$ cat src/rtl/zbd_pkg.sv
`timescale 1ns/1ps
package zbd_pkg;
  // Bars per code word and bits per decoded digit.
  localparam int CODE_W  = 5;
  localparam int DIGIT_W = 4;

  typedef logic [CODE_W-1:0]  code_t;
  typedef logic [DIGIT_W-1:0] digit_t;

  // Selects how the word decoder is built.
  typedef enum logic {
    DEC_SOP    = 1'b0,  // two-level equations, gated by an exact legality check
    DEC_WEIGHT = 1'b1   // explicit weighted sum with the zero exception
  } dec_style_e;

  // The pattern that stands for zero (weights 7 and 4 set).
  localparam code_t ZERO_CODE = 5'b11000;
endpackage

$ cat src/rtl/zbd_word_decoder.sv
`timescale 1ns/1ps
module zbd_word_decoder #(
  parameter zbd_pkg::dec_style_e DEC_STYLE = zbd_pkg::DEC_SOP
) (
  input  zbd_pkg::code_t  code_i,
  output zbd_pkg::digit_t digit_o,
  output logic            bad_o
);
  import zbd_pkg::*;

  logic   two_hot;
  digit_t raw;

  // Exact legality: any word without exactly two tall bars is rejected.
  assign two_hot = ($countones(code_i) == 2);
  assign bad_o   = ~two_hot;

  generate
    if (DEC_STYLE == DEC_SOP) begin : g_sop
      logic v, w, x, y, z;
      assign {v, w, x, y, z} = code_i;
      always_comb begin
        raw[3] = v & (x | y);
        raw[2] = v ? z : w;
        raw[1] = v ? z : x;
        raw[0] = (v & (x | z)) | (~v & y);
      end
    end else begin : g_weight
      digit_t sum;
      always_comb begin
        sum = (code_i[4] ? 4'd7 : 4'd0)
            + (code_i[3] ? 4'd4 : 4'd0)
            + (code_i[2] ? 4'd2 : 4'd0)
            + (code_i[1] ? 4'd1 : 4'd0);
        raw = (code_i == ZERO_CODE) ? 4'd0 : sum;
      end
    end
  endgenerate

  // Illegal words are forced to zero explicitly, never left to minimisation.
  assign digit_o = two_hot ? raw : '0;
endmodule

$ cat src/rtl/zbd_bar_framer.sv
`timescale 1ns/1ps
module zbd_bar_framer #(
  parameter int DIGITS = 5,
  localparam int BPD    = zbd_pkg::CODE_W,
  localparam int BAR_W  = $clog2(BPD),
  localparam int SLOT_W = (DIGITS > 1) ? $clog2(DIGITS) : 1
) (
  input  logic              clk,
  input  logic              rst_n,
  input  logic              bar_valid_i,
  input  logic              bar_in_i,
  output zbd_pkg::code_t    word_o,
  output logic              word_ready_o,
  output logic [SLOT_W-1:0] slot_o,
  output logic              frame_last_o
);
  logic [BAR_W-1:0]  bar_q,  bar_n;
  logic [SLOT_W-1:0] slot_q, slot_n;
  logic [BPD-2:0]    part_q, part_n;
  logic              last_bar, last_slot;

  assign last_bar  = (bar_q  == BAR_W'(BPD - 1));
  assign last_slot = (slot_q == SLOT_W'(DIGITS - 1));

  assign word_o       = {part_q, bar_in_i};
  assign word_ready_o = bar_valid_i & last_bar;
  assign frame_last_o = word_ready_o & last_slot;
  assign slot_o       = slot_q;

  // Next state: everything holds unless a bar is accepted.
  always_comb begin
    bar_n  = bar_q;
    slot_n = slot_q;
    part_n = part_q;
    if (bar_valid_i) begin
      part_n = {part_q[BPD-3:0], bar_in_i};
      if (last_bar) begin
        bar_n  = '0;
        slot_n = last_slot ? '0 : slot_q + SLOT_W'(1);
      end else begin
        bar_n  = bar_q + BAR_W'(1);
      end
    end
  end

  always_ff @(posedge clk or negedge rst_n) begin
    if (!rst_n) begin
      bar_q  <= '0;
      slot_q <= '0;
      part_q <= '0;
    end else if (bar_valid_i) begin
      bar_q  <= bar_n;
      slot_q <= slot_n;
      part_q <= part_n;
    end
  end
endmodule

$ cat src/rtl/zbd_frame_store.sv
`timescale 1ns/1ps
module zbd_frame_store #(
  parameter int DIGITS = 5,
  localparam int DW     = zbd_pkg::DIGIT_W,
  localparam int SLOT_W = (DIGITS > 1) ? $clog2(DIGITS) : 1
) (
  input  logic              clk,
  input  logic              rst_n,
  input  logic              word_ready_i,
  input  logic [SLOT_W-1:0] slot_i,
  input  logic              frame_last_i,
  input  zbd_pkg::digit_t   digit_i,
  input  logic              bad_i,
  output logic [DIGITS*DW-1:0] digits_o,
  output logic              done_o,
  output logic              frame_error_o
);
  // Working store, indexed by slot (slot 0 is the first digit received).
  logic [DW-1:0] work_q [DIGITS];
  logic [DW-1:0] work_n [DIGITS];
  logic [DW-1:0] out_q  [DIGITS];
  logic [DW-1:0] out_n  [DIGITS];
  logic          err_acc_q, err_acc_n;
  logic          err_q, err_n;
  logic          done_q;

  always_comb begin
    for (int k = 0; k < DIGITS; k++) begin
      work_n[k] = work_q[k];
      if (word_ready_i && (slot_i == SLOT_W'(k))) work_n[k] = digit_i;
      out_n[k] = frame_last_i ? work_n[k] : out_q[k];
    end
    err_acc_n = err_acc_q;
    err_n     = err_q;
    if (frame_last_i) begin
      err_n     = err_acc_q | bad_i;
      err_acc_n = 1'b0;
    end else if (word_ready_i) begin
      err_acc_n = err_acc_q | bad_i;
    end
  end

  always_ff @(posedge clk or negedge rst_n) begin
    if (!rst_n) begin
      for (int k = 0; k < DIGITS; k++) begin
        work_q[k] <= '0;
        out_q[k]  <= '0;
      end
      err_acc_q <= 1'b0;
      err_q     <= 1'b0;
      done_q    <= 1'b0;
    end else begin
      done_q <= frame_last_i;
      if (word_ready_i) begin
        for (int k = 0; k < DIGITS; k++) begin
          work_q[k] <= work_n[k];
          out_q[k]  <= out_n[k];
        end
        err_acc_q <= err_acc_n;
        err_q     <= err_n;
      end
    end
  end

  // The first digit lands in the top nibble.
  for (genvar k = 0; k < DIGITS; k++) begin : g_pack
    assign digits_o[(DIGITS-1-k)*DW +: DW] = out_q[k];
  end

  assign done_o        = done_q;
  assign frame_error_o = err_q;
endmodule

$ cat src/rtl/zip_bar_decoder.sv
`timescale 1ns/1ps
module zip_bar_decoder #(
  parameter int DIGITS = 5,
  parameter zbd_pkg::dec_style_e DEC_STYLE = zbd_pkg::DEC_SOP,
  localparam int DW     = zbd_pkg::DIGIT_W,
  localparam int SLOT_W = (DIGITS > 1) ? $clog2(DIGITS) : 1
) (
  input  logic                 clk,
  input  logic                 rst_n,
  input  logic                 bar_valid_i,
  input  logic                 bar_in_i,
  output logic [DIGITS*DW-1:0] digits_o,
  output logic                 done_o,
  output logic                 frame_error_o
);
  zbd_pkg::code_t  word;
  zbd_pkg::digit_t digit;
  logic            word_ready, frame_last, bad;
  logic [SLOT_W-1:0] slot;

  zbd_bar_framer #(.DIGITS(DIGITS)) framer_i (
    .clk          (clk),
    .rst_n        (rst_n),
    .bar_valid_i  (bar_valid_i),
    .bar_in_i     (bar_in_i),
    .word_o       (word),
    .word_ready_o (word_ready),
    .slot_o       (slot),
    .frame_last_o (frame_last)
  );

  zbd_word_decoder #(.DEC_STYLE(DEC_STYLE)) decoder_i (
    .code_i  (word),
    .digit_o (digit),
    .bad_o   (bad)
  );

  zbd_frame_store #(.DIGITS(DIGITS)) store_i (
    .clk           (clk),
    .rst_n         (rst_n),
    .word_ready_i  (word_ready),
    .slot_i        (slot),
    .frame_last_i  (frame_last),
    .digit_i       (digit),
    .bad_i         (bad),
    .digits_o      (digits_o),
    .done_o        (done_o),
    .frame_error_o (frame_error_o)
  );
endmodule

$ cat config.mk
export PLATFORM = sky130hd
export DESIGN_NAME = zip_bar_decoder
export DESIGN_NICKNAME = d
export VERILOG_FILES = /design/src/rtl/zbd_pkg.sv /design/src/rtl/zbd_word_decoder.sv /design/src/rtl/zbd_bar_framer.sv /design/src/rtl/zbd_frame_store.sv /design/src/rtl/zip_bar_decoder.sv
export SDC_FILE = /design/constraint.sdc
export NUM_CORES = 1
export LEC_CHECK = 0
export BUFFER_PORTS_ARGS = -buffer_cell sky130_fd_sc_hd__buf_2
export CAP_MARGIN = 40
export CORE_MARGIN = 4
export CORE_UTILIZATION = 50
export CTS_BUF_LIST = sky130_fd_sc_hd__clkbuf_2 sky130_fd_sc_hd__clkbuf_4 sky130_fd_sc_hd__clkbuf_8
export CTS_CLUSTER_DIAMETER = 200
export DETAILED_ROUTE_END_ITERATION = 8
export PLACE_DENSITY_LB_ADDON = 0.3
export SLEW_MARGIN = 10
export SYNTH_ARGS = -nofsm -noshare
export SYNTH_HDL_FRONTEND = slang
export SYNTH_SLANG_ARGS = --single-unit
$ cat constraint.sdc
create_clock -name clk -period 6.49 [get_ports clk]
set_input_delay 1.298 -clock clk [delete_from_list [all_inputs] [get_ports clk]]
set_output_delay 1.298 -clock clk [all_outputs]
set_load 0.1 [all_outputs]
# Word-level counts from Yosys, hierarchy flattened
# Cells that the tools add are included.
word_totals:
  regBits: 53
  latchBits: 0
  mem_bits_rw: 0
  rom_bits: 0
  inputBits: 4
  out_inout_bits: 22
  elab_cells: 58
  mem_count: 0
op_classes:
  addsub: 6
  mul: 0
  div_mod_pow: 0
  n_lt_le_gt_ge: 0
  eq_ne: 6
  n_shift: 0
  mux: 11
  bitwise_logic: 11
  n_reduce_logical: 8
op_table:
  columns: ["op", "n"]
  rows:
  - ["$add A32 B1 Y32", 1]
  - ["$add A32 B32 Y32", 1]
  - ["$eq A32 B3 Y1 const B", 1]
  - ["$mux W4", 6]
  - ["$add A3 B1 Y3 const B", 2]
  - ["$eq A3 B2 Y1 const B", 2]
  - ["$eq A3 B3 Y1 const B", 2]
  - ["$mux W3", 2]
  - ["$and A1 B1 Y1", 5]
  - ["$logic_and A1 B1 Y1", 5]
  - ["$add A1 B1 Y2", 2]
  - ["$or A1 B1 Y1", 4]
  - ["$reduce_and A2 Y1", 2]
  - ["$eq A3 B1 Y1 const B", 1]
  - ["$logic_not A3 Y1", 1]
  - ["$mux W1", 3]
  - ["$not A1 Y1", 2]

# Logic depth before layout (Yosys ltp)
logic_depth:
  word_depth: 7
  ltp_mapped: 8
  depth_no_buf: 7

# By module
# From an unflattened synthesis, not the netlist that was laid out.
unflattened:
  cells_unflattened: 159
  area_unflattened_um2: 2347.3
by_module_without_submodules:
  columns: ["mod", "instances", "cells_per_inst", "area_each_um2", "seq_area_each_um2"]
  rows:
  - ["zbd_frame_store", 1, 96, 1680.4, 1076.0]
  - ["zbd_bar_framer", 1, 44, 510.5, 250.2]
  - ["zbd_word_decoder", 1, 19, 156.4, 0.0]

# Worst setup path after synthesis
# Ideal clock, no wire load.
synth_path:
  path_type: "input port to flip-flop"
  from: "in bar_in_i"
  to: "reg store_i.out_q, in the netlist store_i.digits_o[4]"
  setup_ns: 0.082
  t_arrival_ns: 3.612
  required_ns: 6.408
  slack_ns: 2.797
  stages: 8
  path_buffers: 1
  cell_sequence: "ha_1 fa_1 inv_1 fa_1 or3b_1 buf_6 or4b_4 a31oi_4"
synth_via:
  elab_chain_len: 6
  elab_cells_between_ends: 9
  cone_classes: "add/sub (3); eq/ne (1); mux (2); bitwise (3)"
synth_rtl:
  columns: ["item", "line_no", "source"]
  rows:
  - ["from (decl)", "zip_bar_decoder.sv:11", "input logic bar_in_i,"]
  - ["$add A1 B1 Y2 (not written as such)", "zbd_word_decoder.sv:15", "assign two_hot = ($countones(code_i) == 2);"]
  - ["$add A32 B32 Y32 (not written as such)", "zbd_word_decoder.sv:15", null]
  - ["$add A32 B1 Y32 (not written as such)", "zbd_word_decoder.sv:15", null]
  - ["$eq A32 B3 Y1", "zbd_word_decoder.sv:15", null]
  - ["$mux W4 *", "zbd_word_decoder.sv:41", "assign digit_o = two_hot ? raw : '0;"]
  - ["$mux W4 *", "zbd_frame_store.sv:30", "if (word_ready_i && (slot_i == SLOT_W'(k))) work_n[k] = digit_i;"]
  - ["to (signal, indexed assignment)", "zbd_frame_store.sv:57", "out_q[k] <= out_n[k];"]
  - ["to (decl)", "zbd_frame_store.sv:21", "logic [DW-1:0] out_q [DIGITS];"]
# Mark *: on every way between the ends. The rest lies on a longest branch, timed or not.
# A chain may end at the register's enable or synchronous reset.

# Worst setup path after layout
# Same ends and word-level chain as after synthesis.

==> results_dict.tcl <==
set metrics [dict create \
    synth_cell_type_count 31 \
    startpoint_type "input pin" \
    fin_crit_sh 0.559 \
    max_freq_ghz 0.276 \
    pwr_density_cell_nw_per_um2 402 \
    finClkSkew_ns 0.00816 \
    sw_frac_of_total 0.410 \
    internal_power_uw 582 \
    slew_violations 0 \
    syn_area_sq_um 2150 \
    layout-drive-gt1-share 0.374 \
    insertion_delay_ns 0.29 \
    die_area_sq_um 5400 \
    die-height_um 73.5 \
    min_period_ns 3.63 \
    nNetsFinal 209 \
    post-synth-top-count-cell "dfrtp_1" \
    crit_chain "buf_2 > ha_1 > fa_1 > inv_1 > fa_1 > or3b_1 > or4b_4 > a31oi_4" \
    vias 1336 \
    clkSinkCount 49 \
    ys_top_cells_by_area "dfrtp_1 57%, mux2_2 17%, ha_1 5.2%" \
    routed_wl_um 3820 \
    overflow 0 \
    ant_nets 0 \
    switching_power_uw 405 \
    cts-hold-fix-buffers 0 \
    required_ns 6.71 \
    cts_resized 0 \
    combPwrFrac 0.362 \
    slowest_delay_ns 0.61 \
    drtIter0Drc 37 \
    synth_top_area_cell "dfrtp_1" \
    grt_pass1_wl_um 6710 \
    crit_fanout 10 \
    postLayoutCellArea_sq_um 2450 \
    setup_viol 0 \
    p_leak_nw 1.27 \
    ys_ff_latch 49 \
    grt.total_usage 0.162 \
    drt-wirelength-per-cell_um 15.6 \
    setup_tns_ns 0 \
    synth_cells 165 \
    multiInputGateArea_sq_um 861 \
    crit_type "input pin to register" \
    ys_async_sr_fraction 1.00 \
    fillerInstances 341 \
    grt_pass1_vias 1456 \
    synth-edff-count 0 \
    critPathSlowestCell "or4b_4" \
    ys_warn_count 0 \
    place_hpwl_um 2800 \
    irDropWorstVdd_mv 0.188 \
    rsz0062_at_grt "false" \
    critPathCaptureType "register" \
    synthFlopType "dfrtp_1" \
    core_area_sq_um 4090 \
    cts_buffer_depth 2 \
    antenna_found_initial 0 \
    grt_max_degree 40 \
    post-cts-setup-buffers 0 \
    diodes 0 \
    seqCellArea_sq_um 1230 \
    syn_to_final_growth_pct 14.3 \
    gp_congestion 0.924 \
    htreeDepth 2 \
    max_slew_margin 0.672 \
    die_w_um 73.5 \
    cp_common_cell "fa_1" \
    post_drt_via_cell_ratio 5.45 \
    hp-class "register to register" \
    worst_ep_arrival_time_ns 3.85 \
    cts_root_buf "clkbuf_8" \
    pin_count 26 \
    synth_top_area_frac 0.571 \
    syn-num-nets 180 \
    cts_buffers 5 \
    cts_tree "built" \
    clockPowerShare 0.223 \
    clkSlewWorstSetupHoldPaths_ns 0.08 \
    dpl_cell_area_sq_um 2330 \
    final-hold-violation-count 0 \
    num_rows 23 \
    drcViolationCount 0 \
    io_buffer_count 25 \
    initial_core_util 0.525 \
    drt_first_pass_iters 4 \
    maxCapViolCount 0 \
    seq_area_frac_synth 0.571 \
    power_frac_seq 0.415 \
    avgSynthCellArea_sq_um 13.0 \
    synth_common_cells "49 x dfrtp_1, 32 x mux2_2, 15 x nand2_1" \
    status "finished clean" \
    worstMarginPinSlew_ns 0.495 \
]
## critical path, delay by kind of cell
kind	cells	cell delay (ns)
AO/OA/AOI/OAI	1	0.16
adder cells (fa/ha/maj)	3	1.06
buffers and inverters	2	0.20
AND/OR/NAND/NOR	2	1.14
## kinds of logic after synthesis
group	count (synthesis)	share of synthesized area
DFF	49	0.571
AOI/OAI and AO/OA	24	0.0741
adders and majority gates	11	0.0711
and+or+nand+nor	36	0.0881
muxes	32	0.168
buffers and inverters	13	0.0274
## power by group through the flow
stage / combinational (mW) / sequential, mW / clock (mW)
global placement: 0.344 / 0.412 / 0
finish: 0.357 / 0.409 / 0.220
detailed placement: 0.357 / 0.416 / 0
global route: 0.390 / 0.419 / 0.238
CTS: 0.360 / 0.410 / 0.225
floorplan: 0.146 / 0.555 / 0
## per-layer routing
metal  up-vias  share of wire  track usage
met4         0         0.0089       0.0483
met3         4          0.053       0.0410
met5         -              0            0
li1        631              -            -
met2        35           0.51        0.279
met1       666           0.43        0.200
## worst paths after layout
check | slack, ns | cells past startpoint | from | to
max | 2.86 | 8 | bar_in_i | store_i.digits_o[4]
min | 0.49 | 2 | store_i.work_q[5] | store_i.work_q[5]
max reg2reg | 3.50 | 7 | framer_i.part_q[1] | store_i.digits_o[4]
min reg2reg | 0.49 | 2 | store_i.work_q[5] | store_i.work_q[5]
max in group asynchronous | 5.14 | 2 | rst_n | store_i.done_o
min in group asynchronous | 0.87 | 1 | rst_n | framer_i.bar_q[2]
## registers in the layout, indices dropped and copies added (netlist names)
name	count
store_i.digits_o	20
store_i.work_q	16
framer_i.part_q	4
framer_i.bar_q	3
framer_i.slot_o	3
store_i.done_o	1
store_i.err_acc_q	1
store_i.frame_error_o	1
## area by class of cell
cell class | instances | area share
flip-flops and latches | 49 | 0.500
well taps | 50 | 0.0255
multi-input cells | 103 | 0.351
clock inverters | 2 | 0.0153
repair buffers | 27 | 0.0622
inverters | 8 | 0.0122
clock buffers | 6 | 0.0337
## per-stage QoR
stage	total power [mW]	std cells	worst slack, ns	hold slack (ns)	utilization
after floorplan	0.701	165	2.80	0.439	-
final	0.986	245	2.86	0.495	0.600
after detailed placement	0.773	237	2.56	0.461	0.571
after global routing	1.05	245	2.76	0.519	0.600
after CTS	0.995	245	2.86	0.483	0.600
after global placement	0.756	236	2.62	0.455	0.566
## cell usage in the layout (no fill, tap or decap), drive strengths merged, types with 3 or more instances in the layout
master,instances
a211o,3
a31oi,3
buf,27
a21oi,8
inv,8
o21ai,8
nand2,15
nor2,5
mux2,32
clkbuf,6
dfrtp,49
ha,9
nand3,4
Power figures use the tool's default switching activity.
